$ cat src/rtl/sertx_pkg.sv
package sertx_pkg;

    // parity scheme codes on parity_i
    localparam logic [2:0] PAR_NONE  = 3'd0;
    localparam logic [2:0] PAR_ODD   = 3'd1;
    localparam logic [2:0] PAR_EVEN  = 3'd2;
    localparam logic [2:0] PAR_MARK  = 3'd3;
    localparam logic [2:0] PAR_SPACE = 3'd4;

    // stop length codes on stop_i
    localparam logic [1:0] STOP_ONE     = 2'd0;
    localparam logic [1:0] STOP_ONEHALF = 2'd1;
    localparam logic [1:0] STOP_TWO     = 2'd2;
    localparam logic [1:0] STOP_HALF    = 2'd3;

    typedef enum logic [1:0] {
        ST_IDLE = 2'd0,
        ST_BITS = 2'd1,
        ST_STOP = 2'd2
    } tx_state_e;

endpackage

$ cat src/rtl/sertx_cfg_norm.sv
module sertx_cfg_norm #(
    parameter int DATA_W = 9,
    parameter int MIN_W  = 5,
    parameter int OVS    = 16,
    localparam int WSEL_W = $clog2(DATA_W + 1),
    localparam int STOP_W = $clog2(2 * OVS + 1)
) (
    input  logic [WSEL_W-1:0] width_req,
    input  logic [1:0]        stop_req,
    output logic [WSEL_W-1:0] width_eff,
    output logic [STOP_W-1:0] stop_ticks
);
    import sertx_pkg::*;

    always_comb begin
        if (width_req < WSEL_W'(MIN_W)) begin
            width_eff = WSEL_W'(MIN_W);
        end else if (width_req > WSEL_W'(DATA_W)) begin
            width_eff = WSEL_W'(DATA_W);
        end else begin
            width_eff = width_req;
        end
    end

    always_comb begin
        unique case (stop_req)
            STOP_ONE:     stop_ticks = STOP_W'(OVS);
            STOP_ONEHALF: stop_ticks = STOP_W'(OVS + OVS / 2);
            STOP_TWO:     stop_ticks = STOP_W'(2 * OVS);
            default:      stop_ticks = STOP_W'(OVS / 2);
        endcase
    end

endmodule

$ cat src/rtl/sertx_parity.sv
module sertx_parity #(
    parameter int DATA_W = 9,
    localparam int WSEL_W = $clog2(DATA_W + 1)
) (
    input  logic [DATA_W-1:0] data,
    input  logic [WSEL_W-1:0] width,
    input  logic [2:0]        mode,
    output logic              par_bit,
    output logic              par_en
);
    import sertx_pkg::*;

    logic ones_odd;

    // xor over the bits that are actually sent
    always_comb begin
        ones_odd = 1'b0;
        for (int i = 0; i < DATA_W; i++) begin
            if (i < int'(width)) begin
                ones_odd = ones_odd ^ data[i];
            end
        end
    end

    always_comb begin
        par_en  = 1'b1;
        par_bit = 1'b0;
        unique case (mode)
            PAR_ODD:   par_bit = ~ones_odd;
            PAR_EVEN:  par_bit = ones_odd;
            PAR_MARK:  par_bit = 1'b1;
            PAR_SPACE: par_bit = 1'b0;
            default:   par_en  = 1'b0;
        endcase
    end

endmodule

$ cat src/rtl/sertx_framer.sv
module sertx_framer #(
    parameter int DATA_W = 9,
    localparam int WSEL_W  = $clog2(DATA_W + 1),
    localparam int FRAME_W = DATA_W + 2,
    localparam int IDX_W   = $clog2(FRAME_W)
) (
    input  logic [DATA_W-1:0]  data,
    input  logic [WSEL_W-1:0]  width,
    input  logic               msb_first,
    input  logic               inv_data,
    input  logic               par_bit,
    input  logic               par_en,
    output logic [FRAME_W-1:0] frame,
    output logic [IDX_W-1:0]   last_idx
);
    logic [DATA_W-1:0] ordered;

    // reorder the data bits so that ordered[0] is sent first
    for (genvar g = 0; g < DATA_W; g++) begin : g_order
        logic [WSEL_W-1:0] mirror;
        always_comb begin
            mirror     = width - WSEL_W'(1) - WSEL_W'(g);
            ordered[g] = 1'b0;
            if (g < int'(width)) begin
                ordered[g] = msb_first ? data[mirror] : data[g];
            end
        end
    end

    // bit 0 is the start bit in logical polarity; the line stage inverts it when asked
    always_comb begin
        frame    = '0;
        frame[0] = 1'b0;
        for (int i = 0; i < DATA_W; i++) begin
            if (i < int'(width)) begin
                frame[i + 1] = ordered[i] ^ inv_data;
            end
        end
        if (par_en) begin
            frame[int'(width) + 1] = par_bit ^ inv_data;
        end
        last_idx = IDX_W'(int'(width) + (par_en ? 1 : 0));
    end

endmodule

$ cat src/rtl/sertx_top.sv
module sertx_top #(
    parameter int DATA_W = 9,
    parameter int MIN_W  = 5,
    parameter int OVS    = 16,
    localparam int WSEL_W  = $clog2(DATA_W + 1),
    localparam int STOP_W  = $clog2(2 * OVS + 1),
    localparam int FRAME_W = DATA_W + 2,
    localparam int IDX_W   = $clog2(FRAME_W)
) (
    input  logic              clk,
    input  logic              rst_n,
    input  logic              tick_i,
    input  logic              start_i,
    input  logic [DATA_W-1:0] data_i,
    input  logic [WSEL_W-1:0] width_i,
    input  logic [2:0]        parity_i,
    input  logic [1:0]        stop_i,
    input  logic              msb_first_i,
    input  logic              inv_line_i,
    input  logic              inv_data_i,
    output logic              line_o,
    output logic              busy_o
);
    import sertx_pkg::*;

    typedef struct packed {
        tx_state_e          st;
        logic [FRAME_W-1:0] shreg;
        logic [STOP_W-1:0]  tcnt;
        logic [IDX_W-1:0]   bits_left;
        logic [STOP_W-1:0]  stop_len;
        logic               inv_line;
        logic               line;
    } tx_reg_t;

    tx_reg_t q, d;

    logic [WSEL_W-1:0]  width_eff;
    logic [STOP_W-1:0]  stop_ticks;
    logic               par_bit;
    logic               par_en;
    logic [FRAME_W-1:0] frame;
    logic [IDX_W-1:0]   last_idx;

    sertx_cfg_norm #(.DATA_W(DATA_W), .MIN_W(MIN_W), .OVS(OVS)) u_cfg (
        .width_req (width_i),
        .stop_req  (stop_i),
        .width_eff (width_eff),
        .stop_ticks(stop_ticks)
    );

    sertx_parity #(.DATA_W(DATA_W)) u_par (
        .data   (data_i),
        .width  (width_eff),
        .mode   (parity_i),
        .par_bit(par_bit),
        .par_en (par_en)
    );

    sertx_framer #(.DATA_W(DATA_W)) u_frm (
        .data     (data_i),
        .width    (width_eff),
        .msb_first(msb_first_i),
        .inv_data (inv_data_i),
        .par_bit  (par_bit),
        .par_en   (par_en),
        .frame    (frame),
        .last_idx (last_idx)
    );

    always_comb begin
        d = q;
        unique case (q.st)
            ST_IDLE: begin
                d.line = ~inv_line_i;
                if (start_i) begin
                    d.st        = ST_BITS;
                    d.shreg     = frame;
                    d.tcnt      = '0;
                    d.bits_left = last_idx;
                    d.stop_len  = stop_ticks;
                    d.inv_line  = inv_line_i;
                    d.line      = frame[0] ^ inv_line_i;
                end
            end
            ST_BITS: begin
                if (tick_i) begin
                    if (q.tcnt == STOP_W'(OVS - 1)) begin
                        d.tcnt = '0;
                        if (q.bits_left == '0) begin
                            d.st   = ST_STOP;
                            d.line = ~q.inv_line;
                        end else begin
                            d.shreg     = q.shreg >> 1;
                            d.bits_left = q.bits_left - IDX_W'(1);
                            d.line      = q.shreg[1] ^ q.inv_line;
                        end
                    end else begin
                        d.tcnt = q.tcnt + STOP_W'(1);
                    end
                end
            end
            ST_STOP: begin
                if (tick_i) begin
                    if (q.tcnt == q.stop_len - STOP_W'(1)) begin
                        d.st   = ST_IDLE;
                        d.tcnt = '0;
                    end else begin
                        d.tcnt = q.tcnt + STOP_W'(1);
                    end
                end
            end
            default: d.st = ST_IDLE;
        endcase
    end

    always_ff @(posedge clk or negedge rst_n) begin
        if (!rst_n) begin
            q.st        <= ST_IDLE;
            q.shreg     <= '0;
            q.tcnt      <= '0;
            q.bits_left <= '0;
            q.stop_len  <= '0;
            q.inv_line  <= 1'b0;
            q.line      <= 1'b1;
        end else begin
            q <= d;
        end
    end

    assign line_o = q.line;
    assign busy_o = (q.st != ST_IDLE);

    AST_BUSY_RISE: assert property (@(posedge clk) disable iff (!rst_n)
        (!busy_o && start_i) |=> busy_o) else $error("busy did not rise");

    AST_START_LEVEL: assert property (@(posedge clk) disable iff (!rst_n)
        (!busy_o && start_i) |=> (line_o == $past(inv_line_i))) else $error("start level");

    AST_IDLE_LEVEL: assert property (@(posedge clk) disable iff (!rst_n)
        ($past(rst_n) && !busy_o && !$past(busy_o)) |-> (line_o == !$past(inv_line_i)))
        else $error("idle level");

    AST_NO_TICK_HOLD: assert property (@(posedge clk) disable iff (!rst_n)
        (busy_o && !tick_i) |=> (busy_o && $stable(line_o))) else $error("moved without tick");

    AST_IGNORE_START: assert property (@(posedge clk) disable iff (!rst_n)
        (busy_o && start_i && !tick_i) |=> $stable(q.bits_left)) else $error("start taken while busy");

endmodule

$ cat config.mk
export PLATFORM = sky130hd
export DESIGN_NAME = sertx_top
export DESIGN_NICKNAME = d
export VERILOG_FILES = /design/src/rtl/sertx_pkg.sv /design/src/rtl/sertx_cfg_norm.sv /design/src/rtl/sertx_parity.sv /design/src/rtl/sertx_framer.sv /design/src/rtl/sertx_top.sv
export SDC_FILE = /design/constraint.sdc
export NUM_CORES = 1
export LEC_CHECK = 0
export BUFFER_PORTS_ARGS = -buffer_cell sky130_fd_sc_hd__buf_2
export CAP_MARGIN = 20
export CORE_AREA = 2 2 124 126
export CTS_CLUSTER_SIZE = 16
export DETAILED_ROUTE_END_ITERATION = 10
export DIE_AREA = 0 0 126 128
export PLACE_DENSITY = 0.43
export SETUP_SLACK_MARGIN = 0.02
export SLEW_MARGIN = 20
export SYNTH_ARGS = -nofsm -noshare
export SYNTH_HDL_FRONTEND = slang
export SYNTH_HIERARCHICAL = 1
export SYNTH_SLANG_ARGS = --single-unit
$ cat constraint.sdc
create_clock -name clk -period 4.04 [get_ports clk]
set_input_delay 0.808 -clock clk [delete_from_list [all_inputs] [get_ports clk]]
set_output_delay 0.808 -clock clk [all_outputs]
set_load 0.005 [all_outputs]
==> impl_metrics.toml <==
[clock_network]
root_buffer = "clkbuf_16"
cts_buffers = 5
clk_pin_slew_ns = 0.06
holdBufCountCts = 0
max-clock-path-buffers = 2
clkLatencyLatePin_ns = 0.28
cts.htree.levels = 2
cts.sinks = 30
post_cts_resized = 0
cts_tree = "done"
postCtsSetupBuffers = 0

[run_status]
status = "completed"

[critical_path]
startpoint = "width_i[3]"
r2r-start = "q[2]"
cp.required_ns = 4.24
cp.arrival_ns = 3.94
reg2regPathDepth = 8
crit_fanout = 27
max_stage_delay_ns = 0.37
critPathCaptureType = "flop"
r2r_slack_ns = 1.63
path_cells = "buf_2 > buf_4 > inv_1 > maj3_2 > o221ai_1 > a31oi_1 > o211ai_1 > nand4_1 > xnor2_1 > or2_2 > nor2_1 > nand2b_1 > xnor2_1 > nor2_1 > a21oi_1 > a21oi_1"
cp_slowest_cell = "maj3_2"
r2r-end = "q[29]"
critPathLaunchType = "input port"
critPathKind = "in -> reg"

[placement]
port_buffers = 26
dpl.hpwl_um = 7289
place.gp.congestion = 0.7728

[routing]
drt_iter0_drc = 148
detail_route.wl_per_cell_um = 15.26
drtPass1Iterations = 4
ant_nets = 0
drc = 0
vias = 3240
vias_per_cell = 5.110
wl_um = 9673

[logic_synthesis]
postSynthCellCount = 425
synth_edf_count = 0
async_reset_ff_frac = 1.000
ys_seq_area_frac = 0.2066
synthAdderAreaFrac = 0.05810
synth_top_area_share = 0.1994
synth_top_area_cell = "dfrtp_1"
syn_area_um2 = 3640
yosys_warnings = 6
ys_types = 88
synth_seq_cells = 30
synth_ff_type = "dfrtp_1"
synth_most_common_cell = "nor2_1"
postSynthAreaPerCell_um2 = 8.564
synth-xor-area-share = 0.07975
synth-compound-area-share = 0.2623
synth.area.mux_share = 0.1048
netlist_top_cells_count = "nor2_1, dfrtp_1, nand2_1"
synthTopCellsByArea = "dfrtp_1, nor2_1, ha_1, mux4_2, xnor2_1"
synth_top_family_by_area = "compound AO/OA/AOI/OAI gates"
synth-simple-area-share = 0.2124

[timing]
hold_viol = 0
fmax_ghz = 0.2679
slew_headroom = 0.4684
finalClockSkew_ns = 0.005509
rsz0062_at_grt = "false"
maxSlewViolCount = 0
period_needed_ns = 3.733
holdWs_ns = 0.4665
tightest_slew_ns = 0.7958
setup_viol_count_final = 0
finalCritPeriodShare = 0.9240

[floorplanning]
ios = 27
chipWidth_um = 126
start_util = 0.2449
fp.dieH_um = 128
num_rows = 45
core_region_area_um2 = 14860
die_area_um2 = 16130

[grt]
grt_busiest_layer = "met2"
antenna_found_initial = 0
track_usage = 0.1215
grt_max_degree = 31
use_met1 = 0.1624
grt_use_met2 = 0.2056
grt_pass1_vias = 3102
grt.met3_usage = 0.01503
gr-total-overflow = 0
grt_pass1_wl_um = 16190

[worst_hold_path]
min_path_type = "reg -> reg"
hold_path_end = "q[28]"
worstHoldPathCells = 2
hold_path_startpoint = "q[28]"

[pwr]
p_per_area_nw_per_um2 = 485.9
ir_drop_v = 0.0001971
total_leakage_power_nw = 1.659

[cells_and_area]
final_core_util = 0.2775
drive_above_1_share = 0.2265
area_growth_pct = 13.34
layout.nets = 486
num_antenna_cells = 0

[run]
drv_cap = 0
==> cell usage in the layout, fill, tap and decap left out, types with 5 or more instances in the layout <==
master / n
or3_1: 5
nor3b_1: 5
o21ai_0: 17
xor2_1: 7
mux4_2: 8
ha_1: 16
a21oi_1: 14
nand4_1: 7
a221oi_1: 13
inv_1: 23
mux2i_1: 6
nor3_1: 9
nand2_1: 24
dfrtp_1: 29
buf_2: 26
nor2b_1: 6
nor2_1: 54
xnor2_1: 14
a31oi_1: 15
clkbuf_16: 5
mux2_2: 10
buf_4: 13
nand2b_1: 6
nand3_1: 14
==> worst max-delay path: cells and delay by family <==
family,cells,cell delay (ns)
AOI/OAI and AO/OA,5,0.84
buffers and inverters,3,0.68
xor gates and xnor gates,2,0.31
adders and majority gates,1,0.37
and+or+nand+nor,5,0.91
==> per-stage QoR <==
step	total power (W)	setup TNS [ns]	instance area, µm²	setup slack [ns]	instances
floorplan	0.001355	0	3659	0.03638	427
global placement	0.001581	0	3959	0.05049	626
detailed placement	0.001599	-0.006373	3959	-0.006373	626
CTS	0.002023	0	4125	0.2875	634
global route	0.002178	0	4125	0.05559	634
finish	0.002004	0	4125	0.3071	634
==> how the worst max path moves through the flow <==
stage	endpoint	slack [ns]
after global routing	line_o	0.06
after CTS	line_o	0.29
after global placement	line_o	0.05
after detailed placement	line_o	-0.006
final	line_o	0.31
after floorplan	q[26]	0.04
==> cells by family (layout without fill, tap and decap cells) <==
| family | Yosys count | count (layout) |
|---|---|---|
| other | 1 | 3 |
| xor gates and xnor gates | 26 | 26 |
| muxes | 26 | 26 |
| adders and majority gates | 17 | 17 |
| and+or+nand+nor | 152 | 152 |
| buffers and inverters | 53 | 72 |
| DFF | 30 | 30 |
| AOI/OAI and AO/OA | 120 | 120 |
==> routing by layer <==
metal,part of all wire,wire (µm),vias up
li1,-,-,1613
met1,0.48,4605,1559
met2,0.47,4566,53
met3,0.030,289,15
met4,0.022,211,0
met5,0,0,-
==> flip-flops by register name (all words and copies together), names as in the netlist <==
| name | cells |
|---|---|
| q | 29 |
| line_o | 1 |
==> power breakdown <==
| part | switching [W] | internal, W |
|---|---|---|
| clock network | 0.000134 | 0.000279 |
| registers | 0.000104 | 0.000435 |
| logic | 0.000593 | 0.000460 |
| total | 0.000831 | 0.00117 |
==> area by class of cell <==
cell class                 instances  area, µm²
timing repair buffer              40      247.7
sequential                        30      752.0
multi-input combinational        344       2634
inverter                          24      90.09
fill                            1606      10740
tap                              188      235.2
clock buffer                       8      166.4
No activity file was read; power rests on OpenSTA's default activity.
